<file path="config.mk">
export PLATFORM = sky130hd
export DESIGN_NAME = emmc_bringup_seq
export DESIGN_NICKNAME = d
export VERILOG_FILES = /design/src/rtl/emmc_seq_pkg.sv /design/src/rtl/emmc_poll_timer.sv /design/src/rtl/emmc_extcsd_tap.sv /design/src/rtl/emmc_bringup_seq.sv
export SDC_FILE = /design/constraint.sdc
export NUM_CORES = 1
export LEC_CHECK = 0
export BUFFER_PORTS_ARGS = -buffer_cell sky130_fd_sc_hd__buf_4
export CORE_MARGIN = 3
export CORE_UTILIZATION = 35
export CTS_CLUSTER_DIAMETER = 50
export CTS_CLUSTER_SIZE = 12
export DETAILED_ROUTE_END_ITERATION = 6
export GPL_ROUTABILITY_DRIVEN = 0
export PLACE_DENSITY = 0.66
export SYNTH_ARGS = -nofsm -noshare
export SYNTH_HDL_FRONTEND = slang
export SYNTH_SLANG_ARGS = --single-unit
export TNS_END_PERCENT = 30
</file>
<file path="constraint.sdc">
create_clock -name clk -period 5 [get_ports clk]
set_input_delay 1 -clock clk [delete_from_list [all_inputs] [get_ports clk]]
set_output_delay 1 -clock clk [all_outputs]
set_load 0.02 [all_outputs]
</file>
<file path="src/rtl/emmc_seq_pkg.sv">
package emmc_seq_pkg;

    typedef enum logic [3:0] {
        ST_IDLE, ST_GO_IDLE, ST_OP_COND, ST_CID, ST_RCA, ST_SELECT,
        ST_STATUS, ST_WIDE, ST_HSPEED, ST_EXTCSD, ST_DONE, ST_FAIL
    } seq_state_e;

    localparam logic [1:0] RSP_NONE  = 2'd0;
    localparam logic [1:0] RSP_SHORT = 2'd1;
    localparam logic [1:0] RSP_LONG  = 2'd2;

    localparam logic [3:0] E_NONE        = 4'd0;
    localparam logic [3:0] E_GO_IDLE     = 4'd1;
    localparam logic [3:0] E_OP_ENGINE   = 4'd2;
    localparam logic [3:0] E_OP_TIMEOUT  = 4'd3;
    localparam logic [3:0] E_CID         = 4'd4;
    localparam logic [3:0] E_RCA         = 4'd5;
    localparam logic [3:0] E_SELECT      = 4'd6;
    localparam logic [3:0] E_STATUS      = 4'd7;
    localparam logic [3:0] E_NOT_TRAN    = 4'd8;
    localparam logic [3:0] E_WIDE        = 4'd9;
    localparam logic [3:0] E_WIDE_SWITCH = 4'd10;
    localparam logic [3:0] E_HS          = 4'd11;
    localparam logic [3:0] E_HS_SWITCH   = 4'd12;
    localparam logic [3:0] E_EXTCSD      = 4'd13;

    localparam logic [31:0] ARG_OP_COND = 32'h40FF_8000;
    localparam logic [31:0] ARG_WIDE8   = 32'h03B7_0200;
    localparam logic [31:0] ARG_HSPEED  = 32'h03B9_0100;
    localparam logic [3:0]  TRAN_STATE  = 4'd4;

    typedef struct packed {
        logic        valid;
        logic [5:0]  idx;
        logic [31:0] arg;
        logic [1:0]  rsp;
        logic        rd;
        logic [3:0]  code;
    } cmd_desc_t;

    function automatic cmd_desc_t cmd_for_state(seq_state_e st, logic [15:0] rca);
        cmd_desc_t d;
        d = '{valid: 1'b1, idx: 6'd0, arg: 32'd0, rsp: RSP_SHORT, rd: 1'b0, code: E_NONE};
        unique case (st)
            ST_GO_IDLE: begin d.rsp = RSP_NONE; d.code = E_GO_IDLE; end
            ST_OP_COND: begin d.idx = 6'd1;  d.arg = ARG_OP_COND; d.code = E_OP_ENGINE; end
            ST_CID:     begin d.idx = 6'd2;  d.rsp = RSP_LONG;    d.code = E_CID; end
            ST_RCA:     begin d.idx = 6'd3;  d.arg = {rca, 16'h0}; d.code = E_RCA; end
            ST_SELECT:  begin d.idx = 6'd7;  d.arg = {rca, 16'h0}; d.code = E_SELECT; end
            ST_STATUS:  begin d.idx = 6'd13; d.arg = {rca, 16'h0}; d.code = E_STATUS; end
            ST_WIDE:    begin d.idx = 6'd6;  d.arg = ARG_WIDE8;   d.code = E_WIDE; end
            ST_HSPEED:  begin d.idx = 6'd6;  d.arg = ARG_HSPEED;  d.code = E_HS; end
            ST_EXTCSD:  begin d.idx = 6'd8;  d.rd = 1'b1;         d.code = E_EXTCSD; end
            default:    begin d.valid = 1'b0; d.rsp = RSP_NONE; end
        endcase
        return d;
    endfunction

endpackage

</file>
<file path="src/rtl/emmc_poll_timer.sv">
module emmc_poll_timer #(
    parameter int LIMIT = 96_000_000
) (
    input  logic clk,
    input  logic rst_n,
    input  logic run,
    output logic expired
);
    localparam int CNT_W = $clog2(LIMIT + 1);
    localparam logic [CNT_W-1:0] CNT_MAX = CNT_W'(LIMIT);

    logic [CNT_W-1:0] cnt_q;

    // Counts cycles spent in the polling state, saturating at LIMIT.
    always_ff @(posedge clk) begin
        if (!rst_n || !run)
            cnt_q <= '0;
        else if (cnt_q != CNT_MAX)
            cnt_q <= cnt_q + 1'b1;
    end

    assign expired = (cnt_q == CNT_MAX);
endmodule

</file>
<file path="src/rtl/emmc_extcsd_tap.sv">
module emmc_extcsd_tap #(
    parameter int BLOCK_BYTES = 512,
    parameter int OFFSET      = 212,
    parameter int FIELD_BYTES = 4
) (
    input  logic                     clk,
    input  logic                     rst_n,
    input  logic                     arm,
    input  logic                     byte_valid,
    input  logic [7:0]               byte_in,
    output logic [8*FIELD_BYTES-1:0] field
);
    localparam int IDX_W = $clog2(BLOCK_BYTES + 1);
    localparam logic [IDX_W-1:0] IDX_END = IDX_W'(BLOCK_BYTES);

    logic [IDX_W-1:0] idx_q;

    // Byte position within the block; restarts whenever the tap is disarmed.
    always_ff @(posedge clk) begin
        if (!rst_n || !arm)
            idx_q <= '0;
        else if (byte_valid && idx_q != IDX_END)
            idx_q <= idx_q + 1'b1;
    end

    // One lane per field byte: lane g takes byte OFFSET+g (little-endian).
    for (genvar g = 0; g < FIELD_BYTES; g++) begin : g_lane
        localparam logic [IDX_W-1:0] POS = IDX_W'(OFFSET + g);
        always_ff @(posedge clk) begin
            if (!rst_n)
                field[8*g +: 8] <= 8'h00;
            else if (arm && byte_valid && idx_q == POS)
                field[8*g +: 8] <= byte_in;
        end
    end
endmodule

</file>
<file path="src/rtl/emmc_bringup_seq.sv">
module emmc_bringup_seq
    import emmc_seq_pkg::*;
#(
    parameter int DIV_W         = 8,
    parameter int CLK_DIV_IDENT = 240,
    parameter int CLK_DIV_FAST  = 2,
    parameter int POLL_LIMIT    = 96_000_000,
    parameter int DEV_ADDR      = 1,
    parameter int BLOCK_BYTES   = 512,
    parameter int SECT_OFFSET   = 212,
    parameter int BLK_LOG2      = 9,
    parameter int WIDE_LANES    = 8
) (
    input  logic             clk,
    input  logic             rst_n,
    input  logic             start,
    output logic             cmd_req,
    output logic [5:0]       cmd_idx,
    output logic [31:0]      cmd_arg,
    output logic [1:0]       cmd_rsp_type,
    output logic             cmd_data_rd,
    input  logic             cmd_ack,
    input  logic             cmd_err,
    input  logic [31:0]      cmd_resp,
    input  logic             rd_valid,
    input  logic [7:0]       rd_byte,
    output logic [DIV_W-1:0] clk_div,
    output logic [3:0]       bus_width,
    output logic [3:0]       blk_size_log2,
    output logic [31:0]      sector_count,
    output logic             done,
    output logic             failed,
    output logic [3:0]       fail_code
);
    localparam logic [15:0]      RCA_VAL   = 16'(DEV_ADDR);
    localparam logic [DIV_W-1:0] DIV_SLOW  = DIV_W'(CLK_DIV_IDENT);
    localparam logic [DIV_W-1:0] DIV_FAST  = DIV_W'(CLK_DIV_FAST);
    localparam logic [3:0]       LANES_ONE = 4'd1;
    localparam logic [3:0]       LANES_ALL = 4'(WIDE_LANES);
    localparam int               SECT_BYTES = 4;

    seq_state_e  state_q, state_d;
    cmd_desc_t   desc;
    logic        handshake;
    logic        poll_expired;
    logic        step_fail;
    logic [3:0]  step_code;
    logic [31:0] csd_field;

    assign desc         = cmd_for_state(state_q, RCA_VAL);
    assign cmd_req      = desc.valid;
    assign cmd_idx      = desc.idx;
    assign cmd_arg      = desc.arg;
    assign cmd_rsp_type = desc.rsp;
    assign cmd_data_rd  = desc.rd;
    assign handshake    = cmd_req && cmd_ack;

    emmc_poll_timer #(.LIMIT(POLL_LIMIT)) u_poll (
        .clk     (clk),
        .rst_n   (rst_n),
        .run     (state_q == ST_OP_COND),
        .expired (poll_expired)
    );

    emmc_extcsd_tap #(
        .BLOCK_BYTES (BLOCK_BYTES),
        .OFFSET      (SECT_OFFSET),
        .FIELD_BYTES (SECT_BYTES)
    ) u_tap (
        .clk        (clk),
        .rst_n      (rst_n),
        .arm        (state_q == ST_EXTCSD),
        .byte_valid (rd_valid),
        .byte_in    (rd_byte),
        .field      (csd_field)
    );

    // Next-state and failure decision.
    always_comb begin
        state_d   = state_q;
        step_fail = 1'b0;
        step_code = E_NONE;
        if (state_q == ST_IDLE) begin
            if (start)
                state_d = ST_GO_IDLE;
        end else if (handshake && cmd_err) begin
            step_fail = 1'b1;
            step_code = desc.code;
        end else if (handshake) begin
            unique case (state_q)
                ST_GO_IDLE: state_d = ST_OP_COND;
                ST_OP_COND: begin
                    if (cmd_resp[31])
                        state_d = ST_CID;
                    else if (poll_expired) begin
                        step_fail = 1'b1;
                        step_code = E_OP_TIMEOUT;
                    end
                end
                ST_CID:     state_d = ST_RCA;
                ST_RCA:     state_d = ST_SELECT;
                ST_SELECT:  state_d = ST_STATUS;
                ST_STATUS: begin
                    if (cmd_resp[12:9] != TRAN_STATE) begin
                        step_fail = 1'b1;
                        step_code = E_NOT_TRAN;
                    end else
                        state_d = ST_WIDE;
                end
                ST_WIDE: begin
                    if (cmd_resp[7]) begin
                        step_fail = 1'b1;
                        step_code = E_WIDE_SWITCH;
                    end else
                        state_d = ST_HSPEED;
                end
                ST_HSPEED: begin
                    if (cmd_resp[7]) begin
                        step_fail = 1'b1;
                        step_code = E_HS_SWITCH;
                    end else
                        state_d = ST_EXTCSD;
                end
                ST_EXTCSD:  state_d = ST_DONE;
                default:    state_d = state_q;
            endcase
        end
        if (step_fail)
            state_d = ST_FAIL;
    end

    // State register.
    always_ff @(posedge clk) begin
        if (!rst_n)
            state_q <= ST_IDLE;
        else
            state_q <= state_d;
    end

    // Registered outputs, updated on the transitions that own them.
    always_ff @(posedge clk) begin
        if (!rst_n) begin
            clk_div      <= DIV_SLOW;
            bus_width    <= LANES_ONE;
            sector_count <= 32'd0;
            fail_code    <= E_NONE;
        end else begin
            if (step_fail)
                fail_code <= step_code;
            if (state_q == ST_WIDE && state_d == ST_HSPEED)
                bus_width <= LANES_ALL;
            if (state_q == ST_HSPEED && state_d == ST_EXTCSD)
                clk_div <= DIV_FAST;
            if (state_q == ST_EXTCSD && state_d == ST_DONE)
                sector_count <= csd_field;
        end
    end

    assign blk_size_log2 = 4'(BLK_LOG2);
    assign done          = (state_q == ST_DONE);
    assign failed        = (state_q == ST_FAIL);
endmodule

</file>
==> impl_metrics.tcl <==
set metrics [dict create \
    async_reset_ff_frac 0 \
    layout_cell_share_with_drive_strength_beyond_1 0.1762 \
    detailedPlacementHpwl_mm 7.855 \
    row_count 43 \
    setup_repair_after_global_routing_missed_its_margin "false" \
    final-max-slew-violation-count 0 \
    drt-total-wl_mm 11.71 \
    setup_fix_bufs_post_cts 0 \
    cell_area_synth_mm2 0.005211 \
    synth.top_cells.by_area "dfxtp_1, nand2_1, a21oi_1" \
    clockRootBuffer "clkbuf_16" \
    synth_seq_cells 113 \
    synth-seq-area-share 0.4341 \
    fin_nets 778 \
    remaining_drc_errors 0 \
    post_synth.cell_area_avg_um2 7.836 \
    antenna_violating_nets_post_route 0 \
    multi_input_comb_area_mm2 0.002564 \
    number_of_antenna_diodes 0 \
    fill_cells 1431 \
    synth_cells 665 \
    grt_usage 0.1420 \
    dominantRegCellSynth "dfxtp_1" \
    post-place-ws_ps 2096 \
    timing.hold.worst_path_depth 2 \
    power.leakage_nw 2.381 \
    critical_path.endpoint_type "primary output" \
    synth_top_cell_by_area "dfxtp_1" \
    power_per_cell_area_mw_per_mm2 393.6 \
    start_util 0.3669 \
    cts_tree "built" \
    cts.htree.levels 4 \
    cts.repair.resized 0 \
    clk_latency_ps 410 \
    worst-path-stages 4 \
    die_height_um 128.0 \
    final-hold-violation-count 0 \
    hold_buffers 0 \
    clock_buffer_depth 2 \
    grt_remaining_overflow 0 \
    post_drt_wl_per_cell_um 12.75 \
    path_delay_family "simple AND/OR/NAND/NOR gates" \
    initialDrtViolationCount 306 \
    die_w_um 128.0 \
    core_area_mm2 0.01420 \
    arrival_ps 2160 \
    critical-path-max-stage-delay_ps 700 \
    timing.final.crit_share 0.6315 \
    post-route-worst-setup-slack_ps 1843 \
    status "finished, final reports clean" \
    mostFrequentLayoutCells "nand2_1, dfxtp_1, buf_4" \
    grt_first_pass_wirelength_mm 18.82 \
    crit_top_cell "nand3_1" \
    tns_ps 0 \
    layout.cells.most_common "nand2_1" \
    synth_edf_count 0 \
    number_of_global_route_vias_before_repair 3901 \
    post-synth-top-area-fraction 0.4341 \
    grt_max_degree 69 \
    ys.warnings.count 0 \
    cts.reportedPaths.clkPinSlew_ps 50 \
    rr_worst_depth 6 \
    worstSetupPathType "flip-flop to primary output" \
    peak_supply_drop_mv 0.2889 \
    critPathLaunchType "flip-flop" \
    setup_viol 0 \
    num_vias 4406 \
    timing.critical_path.required_ps 4000 \
    clock_skew_ps 12.60 \
    antenna_found_initial 0 \
    seq_area_mm2 0.002262 \
    fmax_mhz 316.7 \
    cp_cell_sequence "nor2b_1, nand3_1, nand3_1, buf_4" \
    route.detailed.vias_per_inst 4.800 \
    numPortBuffers 86 \
    max_slew.worst_pin.slew_ps 1147 \
    max_cap_viol_count 0 \
    timing.final.crit_period_ps 3157 \
    critPathSlowestCell "dfxtp_1" \
    crit_path_max_fanout 21 \
    floorplan.die_area_mm2 0.01639 \
    yosys.cell_types.count 54 \
    max-slew-margin-rel 0.2337 \
    boundaryPins 142 \
    numCtsBuffers 17 \
    min-delay-path-class "flip-flop to flip-flop" \
    cp_num_buf_inv 1 \
    area_delta_synth_final_pct 22.11 \
    drt_pass1_iterations 4 \
    cts.sink_count 113 \
]
==> per-stage QoR <==
stage,power [mW],hold WS (ps),cell area [um2],util,cells
6_report,2.505,449.9,6364,0.4480,918
5_1_grt,2.595,463.1,6364,0.4480,918
4_1_cts,2.528,450.9,6364,0.4480,918
3_5_place_dp,1.303,443.7,5764,0.4058,887
3_3_place_gp,1.305,439.8,5764,0.4058,887
2_1_floorplan,1.215,432.1,5313,-,692
==> Yosys cell counts (9+ instances only) <==
cell type    n
clkbuf_1    20
nand4_1      9
nand2_1    162
inv_1       12
nor3_1      11
nand3_1     13
a21oi_1     75
xnor2_1     23
buf_4       38
o21ai_0     10
dfxtp_1    113
nor2_1      57
nand2b_1     9
buf_2       13
xor2_1      12
==> registers in the layout, indices dropped and copies added, names as in the netlist <==
name and cells:
clk_div 2, sector_count 32, u_poll.cnt_q 27, fail_code 4, bus_width 2, state_q 4, u_tap.field 32, u_tap.idx_q 10
==> layer usage <==
| metal | up-vias | GRT usage | part of all wire |
|---|---|---|---|
| met5 | - | 0 | 0 |
| met4 | 0 | 0.06679 | 0.015 |
| met3 | 16 | 0.03750 | 0.056 |
| met2 | 130 | 0.2129 | 0.45 |
| met1 | 1984 | 0.1904 | 0.48 |
| li1 | 2276 | - | - |
==> worst register-to-register path, stage by stage (launching register included) <==
cell	delay, ps
dfxtp_1	790
nor4_1	190
nor4bb_1	310
buf_4	220
nand2_1	670
nand2_1	290
a21oi_1	90
==> final timing paths <==
path | slack [ps] | end | startpoint
setup reg to reg | 2270 | sector_count[14] | state_q[0]
setup / recovery | 1840 | cmd_arg[21] | state_q[2]
hold / removal | 450 | sector_count[6] | u_tap.field[6]
hold reg to reg | 450 | sector_count[6] | u_tap.field[6]
==> final cells by class <==
| type | instances | share of cell area |
|---|---|---|
| sequential | 113 | 0.3555 |
| timing repair buffer | 88 | 0.1038 |
| clock buffer | 18 | 0.06901 |
| inverter | 14 | 0.008258 |
| tap | 180 | 0.03539 |
| clock inverter | 13 | 0.02517 |
| multi-input combinational | 492 | 0.4029 |
==> power breakdown <==
part	switching (mW)	internal, mW	leakage [nW]
logic	0.204	0.128	1.18
clock network	0.426	0.794	0.293
registers	0.0406	0.913	0.911
==> cell families after synthesis <==
| group | after synthesis | share of synthesized area |
|---|---|---|
| AOI/OAI and AO/OA | 114 | 0.1222 |
| DFF | 113 | 0.4341 |
| xor gates and xnor gates | 35 | 0.05882 |
| muxes | 2 | 0.004082 |
| adders and majority gates | 6 | 0.01441 |
| other | 2 | 0.001441 |
| and+or+nand+nor | 306 | 0.2715 |
| buffers and inverters | 87 | 0.09339 |
No activity file was read; power rests on OpenSTA's default activity.
